`src/rtl/wdt_pkg.sv`:
```
package wdt_pkg;
  localparam logic [2:0] A_CTRL  = 3'd0;
  localparam logic [2:0] A_LOAD  = 3'd1;
  localparam logic [2:0] A_TRIG  = 3'd2;
  localparam logic [2:0] A_KEY   = 3'd3;
  localparam logic [2:0] A_PEND  = 3'd4;
  localparam logic [2:0] A_COUNT = 3'd5;

  localparam int NSLOT        = 4;
  localparam int CTRL_PEN_BIT = 5;

  localparam logic [31:0] KEY_ON1  = 32'h0000_BBBB;
  localparam logic [31:0] KEY_ON2  = 32'h0000_4444;
  localparam logic [31:0] KEY_OFF1 = 32'h0000_AAAA;
  localparam logic [31:0] KEY_OFF2 = 32'h0000_5555;

  typedef enum logic [1:0] {
    KS_IDLE = 2'd0,
    KS_ON1  = 2'd1,
    KS_OFF1 = 2'd2
  } key_state_t;
endpackage

```
`src/rtl/wdt_post.sv`:
```
module wdt_post #(
  parameter int DW    = 32,
  parameter int DELAY = 3
) (
  input  logic          clk,
  input  logic          rst_n,
  input  logic          slow_tick,
  input  logic          wr,
  input  logic [DW-1:0] wdata,
  output logic          pend,
  output logic          apply,
  output logic [DW-1:0] data
);
  localparam int CW = $clog2(DELAY + 1);
  localparam logic [CW-1:0] LAST = CW'(DELAY - 1);

  logic [CW-1:0] cnt_q, cnt_d;
  logic          pend_d;
  logic [DW-1:0] data_d;

  assign apply = pend && slow_tick && (cnt_q == LAST);

  always_comb begin
    cnt_d  = cnt_q;
    pend_d = pend;
    data_d = data;
    if (wr) begin
      cnt_d  = '0;
      pend_d = 1'b1;
      data_d = wdata;
    end else if (pend && slow_tick) begin
      if (cnt_q == LAST) begin
        pend_d = 1'b0;
        cnt_d  = '0;
      end else begin
        cnt_d = cnt_q + CW'(1);
      end
    end
  end

  always_ff @(posedge clk or negedge rst_n) begin
    if (!rst_n) begin
      cnt_q <= '0;
      pend  <= 1'b0;
      data  <= '0;
    end else begin
      cnt_q <= cnt_d;
      pend  <= pend_d;
      data  <= data_d;
    end
  end
endmodule

```
`src/rtl/wdt_keyseq.sv`:
```
module wdt_keyseq
  import wdt_pkg::*;
#(
  parameter int DW = 32
) (
  input  logic          clk,
  input  logic          rst_n,
  input  logic          key_apply,
  input  logic [DW-1:0] key_data,
  output logic          en
);
  key_state_t st_q, st_d;
  logic       en_d;

  always_comb begin
    st_d = st_q;
    en_d = en;
    if (key_apply) begin
      if (key_data == DW'(KEY_ON1)) begin
        st_d = KS_ON1;
      end else if (key_data == DW'(KEY_OFF1)) begin
        st_d = KS_OFF1;
      end else if (st_q == KS_ON1 && key_data == DW'(KEY_ON2)) begin
        st_d = KS_IDLE;
        en_d = 1'b1;
      end else if (st_q == KS_OFF1 && key_data == DW'(KEY_OFF2)) begin
        st_d = KS_IDLE;
        en_d = 1'b0;
      end else begin
        st_d = KS_IDLE;
      end
    end
  end

  always_ff @(posedge clk or negedge rst_n) begin
    if (!rst_n) begin
      st_q <= KS_IDLE;
      en   <= 1'b0;
    end else begin
      st_q <= st_d;
      en   <= en_d;
    end
  end
endmodule

```
`src/rtl/wdt_count.sv`:
```
module wdt_count #(
  parameter int          DW    = 32,
  parameter int          PTV_W = 3,
  parameter logic [DW-1:0] CNT_RST = '1
) (
  input  logic             clk,
  input  logic             rst_n,
  input  logic             slow_tick,
  input  logic             en,
  input  logic             pre_en,
  input  logic [PTV_W-1:0] ptv,
  input  logic             reload,
  input  logic [DW-1:0]    load,
  output logic [DW-1:0]    count,
  output logic             wdt_rst
);
  localparam int PW = (2 ** PTV_W) - 1;

  logic [PW-1:0] pre_q, pre_d, pre_mask;
  logic [DW-1:0] cnt_d;
  logic          step, wrap;

  assign pre_mask = (PW'(1) << ptv) - PW'(1);
  assign step     = en && slow_tick && (!pre_en || (pre_q == pre_mask));

  always_comb begin
    cnt_d = count;
    pre_d = pre_q;
    wrap  = 1'b0;
    if (reload) begin
      cnt_d = load;
      pre_d = '0;
    end else if (step) begin
      pre_d = '0;
      if (count == '1) begin
        cnt_d = load;
        wrap  = 1'b1;
      end else begin
        cnt_d = count + DW'(1);
      end
    end else if (en && slow_tick && pre_en) begin
      pre_d = pre_q + PW'(1);
    end
  end

  always_ff @(posedge clk or negedge rst_n) begin
    if (!rst_n) begin
      count   <= CNT_RST;
      pre_q   <= '0;
      wdt_rst <= 1'b0;
    end else begin
      count   <= cnt_d;
      pre_q   <= pre_d;
      wdt_rst <= wrap;
    end
  end
endmodule

```
`src/rtl/wdt_magic.sv`:
```
module wdt_magic
  import wdt_pkg::*;
#(
  parameter int DW         = 32,
  parameter int PTV_W      = 3,
  parameter int DELAY      = 3,
  parameter int DEF_MARGIN = 255
) (
  input  logic        clk,
  input  logic        rst_n,
  input  logic        slow_tick,
  input  logic        wr_en,
  input  logic [2:0]  wr_addr,
  input  logic [31:0] wr_data,
  input  logic [2:0]  rd_addr,
  output logic [31:0] rd_data,
  output logic        wdt_rst
);
  localparam logic [DW-1:0] LOAD_RST = {DW{1'b1}} - DW'(DEF_MARGIN);

  logic [NSLOT-1:0] pend, apply;
  logic [DW-1:0]    sdata [NSLOT];

  generate
    for (genvar i = 0; i < NSLOT; i++) begin : g_slot
      wdt_post #(.DW(DW), .DELAY(DELAY)) u_post (
        .clk      (clk),
        .rst_n    (rst_n),
        .slow_tick(slow_tick),
        .wr       (wr_en && (wr_addr == 3'(i))),
        .wdata    (DW'(wr_data)),
        .pend     (pend[i]),
        .apply    (apply[i]),
        .data     (sdata[i])
      );
    end
  endgenerate

  logic             pre_en_q, pre_en_d;
  logic [PTV_W-1:0] ptv_q, ptv_d;
  logic [DW-1:0]    load_q, load_d, trig_q, trig_d;
  logic             reload, en;
  logic [DW-1:0]    count;

  assign reload = apply[2] && (sdata[2] != trig_q);

  always_comb begin
    pre_en_d = pre_en_q;
    ptv_d    = ptv_q;
    load_d   = load_q;
    trig_d   = trig_q;
    if (apply[0]) begin
      pre_en_d = sdata[0][CTRL_PEN_BIT];
      ptv_d    = sdata[0][PTV_W-1:0];
    end
    if (apply[1]) load_d = sdata[1];
    if (apply[2]) trig_d = sdata[2];
  end

  always_ff @(posedge clk or negedge rst_n) begin
    if (!rst_n) begin
      pre_en_q <= 1'b0;
      ptv_q    <= '0;
      load_q   <= LOAD_RST;
      trig_q   <= '0;
    end else begin
      pre_en_q <= pre_en_d;
      ptv_q    <= ptv_d;
      load_q   <= load_d;
      trig_q   <= trig_d;
    end
  end

  wdt_keyseq #(.DW(DW)) u_key (
    .clk      (clk),
    .rst_n    (rst_n),
    .key_apply(apply[3]),
    .key_data (sdata[3]),
    .en       (en)
  );

  wdt_count #(.DW(DW), .PTV_W(PTV_W), .CNT_RST(LOAD_RST)) u_cnt (
    .clk      (clk),
    .rst_n    (rst_n),
    .slow_tick(slow_tick),
    .en       (en),
    .pre_en   (pre_en_q),
    .ptv      (ptv_q),
    .reload   (reload),
    .load     (load_q),
    .count    (count),
    .wdt_rst  (wdt_rst)
  );

  always_comb begin
    rd_data = '0;
    case (rd_addr)
      A_CTRL: begin
        rd_data[CTRL_PEN_BIT] = pre_en_q;
        rd_data[PTV_W-1:0]    = ptv_q;
      end
      A_LOAD:  rd_data = 32'(load_q);
      A_TRIG:  rd_data = 32'(trig_q);
      A_PEND:  rd_data = 32'(pend);
      A_COUNT: rd_data = 32'(count);
      default: rd_data = '0;
    endcase
  end
endmodule

```
`config.mk`:
```
export PLATFORM = sky130hd
export DESIGN_NAME = wdt_magic
export DESIGN_NICKNAME = d
export VERILOG_FILES = /design/src/rtl/wdt_pkg.sv /design/src/rtl/wdt_post.sv /design/src/rtl/wdt_keyseq.sv /design/src/rtl/wdt_count.sv /design/src/rtl/wdt_magic.sv
export SDC_FILE = /design/constraint.sdc
export NUM_CORES = 1
export LEC_CHECK = 0
export BUFFER_PORTS_ARGS = -buffer_cell sky130_fd_sc_hd__buf_2
export CORE_MARGIN = 5
export CORE_UTILIZATION = 30
export CTS_CLUSTER_DIAMETER = 30
export CTS_CLUSTER_SIZE = 10
export DETAILED_ROUTE_END_ITERATION = 8
export PLACE_DENSITY = 0.51
export SLEW_MARGIN = 10
export SYNTH_ARGS = -nofsm -noshare
export SYNTH_HDL_FRONTEND = slang
export SYNTH_HIERARCHICAL = 1
export SYNTH_SLANG_ARGS = --single-unit
```
`constraint.sdc`:
```
create_clock -name clk -period 2.45 [get_ports clk]
set_input_delay 0.3675 -clock clk [delete_from_list [all_inputs] [get_ports clk]]
set_output_delay 0.3675 -clock clk [all_outputs]
set_load 0.03 [all_outputs]
```
### After elaboration in Yosys (flattened, before gate mapping)

Index checks and enable logic that the tools add are counted.

* add/subtract/negate cells: 7
* equality and inequality tests: 20
* shifts and indexed selects: 1
* multiplexer cells: 41
* bitwise operators: 2
* reductions and logical operators: 38

Operator list (number)
* two-way mux 32 bit: 3
* one-hot mux 26 bit (3 select lines): 1
* == test 32 x 15 -> 1 bit, second input constant: 2
* == test 32 x 16 -> 1 bit, second input constant: 2
* adder 32 x 1 -> 32 bit, second input constant: 1
* == test 32 bit, second input constant: 1
* inequality test 32 bit: 1
* two-way mux 2 bit: 14
* two-way mux 7 bit: 3
* nonzero test 2 bit: 10
* logical AND 1 bit: 18
* two-way mux 1 bit: 17
* one-hot mux 3 bit (5 select lines): 1
* == test 2 bit, second input constant: 5
* == test 3 x 2 -> 1 bit, second input constant: 3
* adder 2 x 1 -> 2 bit, second input constant: 4
* one-hot mux 2 bit (4 select lines): 1
* AND reduction 2 bit: 4
* adder 7 x 1 -> 7 bit, second input constant: 1
* == test 7 bit: 1
* << shifter 1 x 3 -> 7 bit, first input constant: 1
* subtractor 7 x 2 -> 7 bit, second input constant: 1
* == test 3 x 1 -> 1 bit, second input constant: 2
* == test 3 bit, second input constant: 2
* 8 further kinds: 10

* register bits after elaboration: 225
* input port bits: 42
* output and inout bits: 33
* word-level logic and storage cells: 130

### Depth between registers and ports, before layout

Gate-level depths: netlist of the first run.

* depth after elaboration: 7
* depth in mapped cells: 10
* gate-level depth less buffers: 8

### Cells and area by module

The synthesis of the first run kept the hierarchy.

Modules (own cells, without submodules)
* wdt_post: instances 4, cells each 80, area each 1478.9 µm², sequential area each 875.8 µm²
* wdt_magic: instances 1, cells each 313, area each 3693.5 µm², sequential area each 1731.7 µm²
* wdt_count: instances 1, cells each 333, area each 2826.5 µm², sequential area each 1031.0 µm²
* wdt_keyseq: instances 1, cells each 30, area each 269.0 µm², sequential area each 75.1 µm²

### Worst setup path before layout of the first run

OpenSTA, ideal clock, no wires.

* path kind: reg-to-reg
* from: register u_cnt.count[12]
* to: register u_cnt.count[19]
* setup time: 0.081 ns
* arrival: 2.601 ns
* data required time: 2.369 ns
* path slack: -0.232 ns
* cell stages (with the launch flop): 9
* buffers on the path: 2
* period minus slack after synthesis: 2.682 ns
* cell sequence: dfstp_2 -> nand3_4 -> or4_1 -> buf_2 -> or4_4 -> buf_6 -> a2111oi_4 -> nor2_2 -> o221a_1

* cells in the longest elaborated chain, start to end: 4
* elaborated cells on any way between the ends: 5
* classes of those cells: add/sub: 1; eq/ne: 1; mux: 3

RTL lines
* start, declared: line wdt_count.sv:14 `output logic [DW-1:0] count,`
* start signal, assigned: line wdt_count.sv:52 `count <= cnt_d;`
* adder 32 x 1 -> 32 bit / == test 32 bit (equally long branches): line wdt_count.sv:39, wdt_count.sv:35
* two-way mux 32 bit *: line wdt_count.sv:35 `if (count == '1) begin`
* two-way mux 32 bit *: line wdt_count.sv:33 `end else if (step) begin`
* two-way mux 32 bit *: line wdt_count.sv:30 `if (reload) begin`

Mark *: on every way between the ends. The rest lies on a longest branch, timed or not. The select of a mux whose other input is x is not followed.
A chain may end at the register's enable or synchronous reset.

### Worst setup path after layout of the first run

* from: register u_cnt.count[16]
* to: register u_cnt.count[19]

The elaborated chain is that of the path after synthesis.

==> results.toml, run 1 <==
[drt]
vias = 8518
first_pass_iters = 5
first_iter_violations = 509
drt-vias-per-instance = 4.99
drcViolationCount = 0
wire_per_inst_um = 20.3
finalWirelength_mm = 34.7
ant_nets = 0

[floorplanning]
rows = 72
core_area_mm2 = 0.0385
die_h_um = 206
die_w_um = 206
ios = 75
die_area_mm2 = 0.0426
start_util = 0.301

[cts]
h-tree-depth = 2
numCtsBuffers = 54
cts_tree = "built"
clk_pin_slew_ps = 50
cts_max_path_buffers = 3
clock_tree.root_cell = "clkbuf_16"
numClockSinks = 223
clk_latency_ps = 560

[global_routing]
grt-ovfl-total = 0
grt_max_degree = 70
grt_pass1_vias = 8745
antenna_found_initial = 0
met2_usage = 0.254
grt_pass1_wl_mm = 53.4
grt_use_met1 = 0.232
gr-usage-all-layers = 0.162
globalRoute.busiestLayer = "met2"
grt_util_met3 = 0.0249

[setup_path]
start_kind = "register"
path_class = "register to register"
cp-end-kind = "register"
worst_ep_arrival_time_ps = 2900
path_max_fanout = 5
critPathRequiredTime_ps = 2910

[power_and_ir_drop]
p_leak_nw = 6.66
p_total_mw = 19.0
p_sw_mw = 5.73
p_int_mw = 13.2
irDropWorstVdd_uv = 559
p_per_area_mw_per_mm2 = 1220
power_frac_clock = 0.417
sequentialPowerShare = 0.343
p_sw_frac = 0.302
combPwrFrac = 0.240

[placed_design]
place_congestion = 0.887
dp_hpwl_mm = 25.3
portBuffers = 74
place_area_mm2 = 0.0132

[yosys]
synth_area_mm2 = 0.0116
syn_inst = 939
synth_fp_nets = 983
syn_area_per_cell_um2 = 12.3
ys_warn_count = 6

[sta]
hold_violations = 0
min_period_over_period = 0.994
fin_crit_ps = 2430
finalClockSkew_ps = 29.7
slew_violations = 0
rsz0062_at_grt = "true"
setup_viol = 0
max_freq_mhz = 411
worst_pin_slew_ps = 606
max-slew-margin-rel = 0.596
whs_ps = 78.8
final.setup.tns_ps = 0

[run_status]
run_status = "finished clean"

[final_layout]
drive_gt1_frac = 0.487
final_cell_mix = "dfrtp_1, buf_4, mux2_4"
postLayoutCellArea_mm2 = 0.0156
layout.nets = 1188
syn_to_final_growth_pct = 34.5
antenna_cells = 0
final_common_cell = "dfrtp_1"
fin_util = 0.405

[hold_path]
min_path_type = "primary input to register"

[flow_run]
cap_violations = 0
==> area by class of cell <==
type | count | area (um^2)
Fill cell | 3686 | 22900
Sequential cell | 223 | 5640
Multi-Input combinational cell | 638 | 5600
Timing Repair Buffer | 211 | 1570
Clock buffer | 65 | 1480
Tap cell | 518 | 648
Clock inverter | 37 | 579
Inverter | 16 | 60.1
==> registers in the layout (all words and copies together), names as in the netlist, 2 cells and up <==
register             cells
g_slot.u_post/cnt_q      8
g_slot.u_post/pend       4
trig_q                  32
u_cnt/count             32
ptv_q                    3
g_slot.u_post/data     100
u_key/st_q               2
u_cnt/pre_q              7
load_q                  32
==> per-layer routing <==
layer / routed length (um) / up-vias
li1: - / 3937
met5: 0 / -
met1: 16400 / 4299
met4: 785 / 0
met2: 16000 / 225
met3: 1510 / 57
==> worst paths after layout <==
check                                     startpoint                   endpoint  slack (ps)  cells past startpoint
max in group asynchronous                      rst_n                 load_q[13]        1290                      3
hold reg to reg            g_slot[1].u_post/data[20]                 load_q[20]         490                      1
min in group asynchronous                      rst_n              u_cnt/wdt_rst         390                      2
setup reg to reg                     u_cnt/count[16]            u_cnt/count[19]          20                      6
hold / removal                           wr_data[15]  g_slot[1].u_post/data[15]          80                      2
setup / recovery                     u_cnt/count[16]            u_cnt/count[19]          20                      6
==> critical path, cell delays in order, from the launching register on <==
cell and delay [ps]:
dfstp_2 580, nand3_2 100, or4_4 540, or4_4 490
a2111oi_4 250, nor2_2 110, o221a_1 270
==> power groups by stage <==
| stage | Clock (mW) | Combinational, mW | Sequential (mW) |
|---|---|---|---|
| global route | 8.23 | 4.94 | 6.66 |
| detailed placement | 0 | 4.47 | 6.49 |
| finish | 7.91 | 4.55 | 6.50 |
| CTS | 8.04 | 4.52 | 6.46 |
| floorplan | 0 | 2.88 | 6.07 |
| global placement | 0 | 4.43 | 6.45 |
==> per-stage QoR <==
step | setup WS, ps | std cells
floorplan | -41.4 | 939
global placement | -61.9 | 1592
detailed placement | -66.3 | 1592
CTS | 6.56 | 1699
global route | -88.8 | 1708
finish | 15.1 | 1708
==> what timing repair did <==
item                                   4_1_cts  5_1_grt
gates cloned                                 0        0
setup buffers                                4        9
endpoints found under the hold margin       33        0
setup endpoints to repair                   23       30
gates resized for setup                      6       28
hold buffers                                 1        0
pin swaps                                    3       10
Power figures use the tool's default switching activity.
==> inputs of run 2 (changes only) <==
- BUFFER_PORTS_ARGS: -buffer_cell sky130_fd_sc_hd__buf_2 -> -buffer_cell sky130_fd_sc_hd__clkbuf_2
- CTS_CLUSTER_DIAMETER: 30 -> 60
==> results.toml, run 2 (synthesized netlist as in run 1, its figures left out) <==
[sta]
worst_pin_slew_ps = 546
hold_violations = 0
max_freq_mhz = 410
rsz0062_at_grt = "true"
fin_crit_ps = 2440
min_period_over_period = 0.996
final.setup.tns_ps = 0
max-slew-margin-rel = 0.636
finalClockSkew_ps = 21.4
slew_violations = 0
setup_viol = 0
whs_ps = 94.7

[cts]
cts_max_path_buffers = 3
h-tree-depth = 1
numCtsBuffers = 27
clk_latency_ps = 530
clock_tree.root_cell = "clkbuf_16"
numClockSinks = 223
clk_pin_slew_ps = 60
cts_tree = "built"

[setup_path]
critPathRequiredTime_ps = 2850
start_kind = "register"
path_max_fanout = 8
rr_worst_depth = 9
path_class = "register to register"
worst_ep_arrival_time_ps = 2840
cp-end-kind = "register"

[final_layout]
postLayoutCellArea_mm2 = 0.0142
antenna_cells = 0
register_area_mm2 = 0.00564
top_register = "g_slot.u_post/data"
syn_to_final_growth_pct = 22.7
multi_input_area_mm2 = 0.00567
num-fill-cells = 3772
drive_gt1_frac = 0.449
final_common_cell = "dfrtp_1"
final_cell_mix = "dfrtp_1, buf_4, mux2_4"
fin_util = 0.370
layout.nets = 1137
largest_reg_flops = 100

[drt]
vias = 8414
first_iter_violations = 659
drt-vias-per-instance = 5.16
drcViolationCount = 0
finalWirelength_mm = 34.4
wire_per_inst_um = 21.1
ant_nets = 0
first_pass_iters = 5

[power_and_ir_drop]
p_leak_nw = 5.96
p_total_mw = 14.8
irDropWorstVdd_uv = 589
p_per_area_mw_per_mm2 = 1040

[placed_design]
portBuffers = 74
place_congestion = 0.912
place_area_mm2 = 0.0131
dp_hpwl_mm = 25.1

[hold_path]
hold_depth = 2
min_path_type = "primary input to register"

[floorplanning]
ios = 75
start_util = 0.301
rows = 72
die_w_um = 206
die_area_mm2 = 0.0426
core_area_mm2 = 0.0385
die_h_um = 206

[global_routing]
grt_pass1_vias = 8509
gr-usage-all-layers = 0.159
grt_pass1_wl_mm = 52.6
grt_max_degree = 63
grt-ovfl-total = 0
antenna_found_initial = 0

[flow_run]
cap_violations = 0

[run_status]
run_status = "finished clean"
## run 2: changes by cell type in the layout (fill, tap and decap cells not counted), sizes merged
| cell | previous run | this run |
|---|---|---|
| buf | 210 | 111 |
| clkbuf | 65 | 117 |
| clkinv | 18 | 1 |
| bufinv | 12 | 1 |
| clkinvlp | 7 | 2 |
| a211o | 4 | 5 |
| inv | 16 | 17 |
## run 2: critical path, stage by stage, from the launching register on
cell       delay [ps]
dfrtp_1           370
or3_4             400
a2111oi_4         380
o22ai_2           160
buf_6             160
a211oi_4          190
buf_6             180
buf_4             120
a211oi_1           70
a221oi_2          290
## run 2: cell type report
class | instances | area share
multi-input combinational | 639 | 0.399
sequential | 223 | 0.397
timing repair buffer | 186 | 0.0988
clock buffer | 43 | 0.0518
tap | 518 | 0.0456
inverter | 16 | 0.00422
clock inverter | 5 | 0.00414
## run 2: final timing paths
| path | slack (ps) | endpoint | startpoint |
|---|---|---|---|
| setup / recovery | 10 | u_cnt/count[8] | u_cnt/pre_q[0] |
| hold / removal | 90 | g_slot[2].u_post/data[23] | wr_data[23] |
| setup reg to reg | 10 | u_cnt/count[8] | u_cnt/pre_q[0] |
| hold reg to reg | 500 | load_q[19] | g_slot[1].u_post/data[19] |
| max in group asynchronous | 1270 | load_q[17] | rst_n |
| min in group asynchronous | 400 | u_cnt/wdt_rst | rst_n |
## run 2: timing repair
| item | CTS | global route |
|---|---|---|
| hold endpoints to repair | 29 | 0 |
| hold buffers | 1 | 0 |
| endpoints found under the setup margin | 19 | 30 |
| gates resized for setup | 6 | 34 |
| pin swaps | 0 | 18 |
| gates cloned | 0 | 2 |
| setup buffers | 0 | 4 |
## run 2: per-stage QoR
step                      setup WS (ps)  instances
after global routing              -43.5       1630
after floorplan                   -41.4        939
after CTS                          3.58       1624
after global placement            -87.1       1575
final                              10.3       1630
after detailed placement           -148       1575
## run 2: where the power goes
| group | leakage [nW] | switching, mW | internal (mW) | total, mW |
|---|---|---|---|---|
| registers | 2.65 | 1.35 | 5.19 | 6.54 |
| clock network | 0.374 | 1.53 | 2.15 | 3.68 |
| logic | 2.93 | 2.10 | 2.45 | 4.55 |
| total | 5.96 | 4.98 | 9.79 | 14.8 |
## run 2: layer usage
layer,vias to the layer above,wire (um),global-route usage
met1,4321,16500,0.235
li1,3811,-,-
met2,240,15600,0.247
met3,42,1560,0.0210
met4,0,702,0.0354
met5,-,0,0
==> inputs of run 3 (changes only) <==
- RECOVER_POWER: unset -> 50
==> results.toml, run 3 (synthesized netlist as in run 1, its figures left out) <==
[run_status]
run_status = "finished, violations left"
violations = "capacitance limit, slew limit"

[floorplanning]
die_area_mm2 = 0.0426
start_util = 0.301
die_w_um = 206
core_area_mm2 = 0.0385
die_h_um = 206
ios = 75
rows = 72

[drt]
finalWirelength_mm = 34.5
drcViolationCount = 0
wl_met2_mm = 15.9
routed-wl-met3_mm = 1.39
routed.top_layer = "met4"
vias = 8387
first_pass_iters = 5
ant_nets = 0
wl_met1_mm = 16.5
wire_per_inst_um = 21.2
drt-vias-per-instance = 5.15
first_iter_violations = 565

[setup_path]
path_max_fanout = 5
cp-end-kind = "register"
path_cells = "nand3_2 > or4_4 > or4_4 > a2111oi_4 > nor2_2 > o221a_1"
worst_ep_arrival_time_ps = 2900
start_kind = "register"
path_class = "register to register"
rr_worst_depth = 6
critPathRequiredTime_ps = 2910
max_stage_delay_ps = 560
critPathSlowestCell = "dfstp_2"
cp_common_cell = "or4_4"

[sta]
max-slew-margin-rel = -0.177
finalClockSkew_ps = 17.6
setup_viol = 0
slew_violations = 63
final.setup.tns_ps = 0
fin_crit_ps = 2440
hold_violations = 0
worst_pin_slew_ps = 1770
max_freq_mhz = 410
min_period_over_period = 0.995
rsz0062_at_grt = "true"

[power_and_ir_drop]
irDropWorstVdd_uv = 592
p_leak_nw = 5.78
p_per_area_mw_per_mm2 = 1050
p_total_mw = 14.6

[global_routing]
grt-ovfl-total = 0
antenna_found_initial = 0
grt_pass1_vias = 8509
grt_max_degree = 63
grt_pass1_wl_mm = 52.6
gr-usage-all-layers = 0.159

[final_layout]
drive_gt1_frac = 0.391
antenna_cells = 0
layout.nets = 1137
largest_reg_flops = 100
fin_cells = 1630
final_cell_mix = "dfrtp_1, buf_4, mux2_2"
syn_to_final_growth_pct = 20.2
final_common_cell = "dfrtp_1"
top_register = "g_slot.u_post/data"
fin_util = 0.362

[cts]
cts_tree = "built"
h-tree-depth = 1
numCtsBuffers = 27
clk_pin_slew_ps = 60
clk_latency_ps = 530
clock_tree.root_cell = "clkbuf_16"
numClockSinks = 223
cts_max_path_buffers = 3

[placed_design]
place_congestion = 0.912
dp_hpwl_mm = 25.1
placed_cells = 1575
portBuffers = 74

[flow_run]
cap_violations = 1

[hold_path]
min_path_type = "primary input to register"
hold_depth = 2
[run 3: what timing repair did]
| action | in CTS | in global routing |
|---|---|---|
| gates cloned | 0 | 2 |
| resized for setup | 6 | 34 |
| hold buffers | 1 | 0 |
| buffers inserted | 0 | 4 |
| hold endpoints to repair | 29 | 0 |
| pin swaps | 0 | 18 |
| setup endpoints to repair | 19 | 30 |
[run 3: area by class of cell]
type	instances	area [um^2]
flip-flops and latches	223	5640
repair buffers	186	1340
inverters	16	60.1
clock inverters	5	58.8
clock buffers	43	736
well taps	518	648
multi-input cells	639	5440
fillers	3836	24500
[run 3: metal layers]
layer / vias to the layer above / global-route usage
met2: 208 / 0.247
met4: 0 / 0.0354
li1: 3824 / -
met1: 4306 / 0.235
met5: - / 0
met3: 49 / 0.0210
[run 3: metrics by stage]
step	setup WS [ps]	area, um^2	hold slack (ps)
after floorplan	-41.4	11700	71.9
after global placement	-87.1	13100	379
after detailed placement	-148	13100	372
after CTS	3.58	14000	76.2
after global routing	-43.5	13900	79.0
final	12.5	13900	80.1
[run 3: worst paths after layout]
path / to / from / slack, ps
setup / recovery: u_cnt/count[19] / u_cnt/count[17] / 10
hold / removal: g_slot[1].u_post/data[23] / wr_data[23] / 80
setup reg to reg: u_cnt/count[19] / u_cnt/count[17] / 10
hold reg to reg: g_slot[1].u_post/data[24] / g_slot[1].u_post/data[24] / 480
max in group asynchronous: trig_q[1] / rst_n / 320
min in group asynchronous: u_cnt/wdt_rst / rst_n / 860
[run 3: power breakdown]
| part | switching [mW] | internal (mW) | total [mW] |
|---|---|---|---|
| combinational | 2.10 | 2.27 | 4.36 |
| sequential | 1.34 | 5.19 | 6.53 |
| clock | 1.52 | 2.15 | 3.67 |
[run 3: worst max-delay path, delay by kind of cell (launching register included)]
kind | cells | cell delay, ps
simple gates | 4 | 1280
flops | 1 | 560
compound gates | 2 | 530
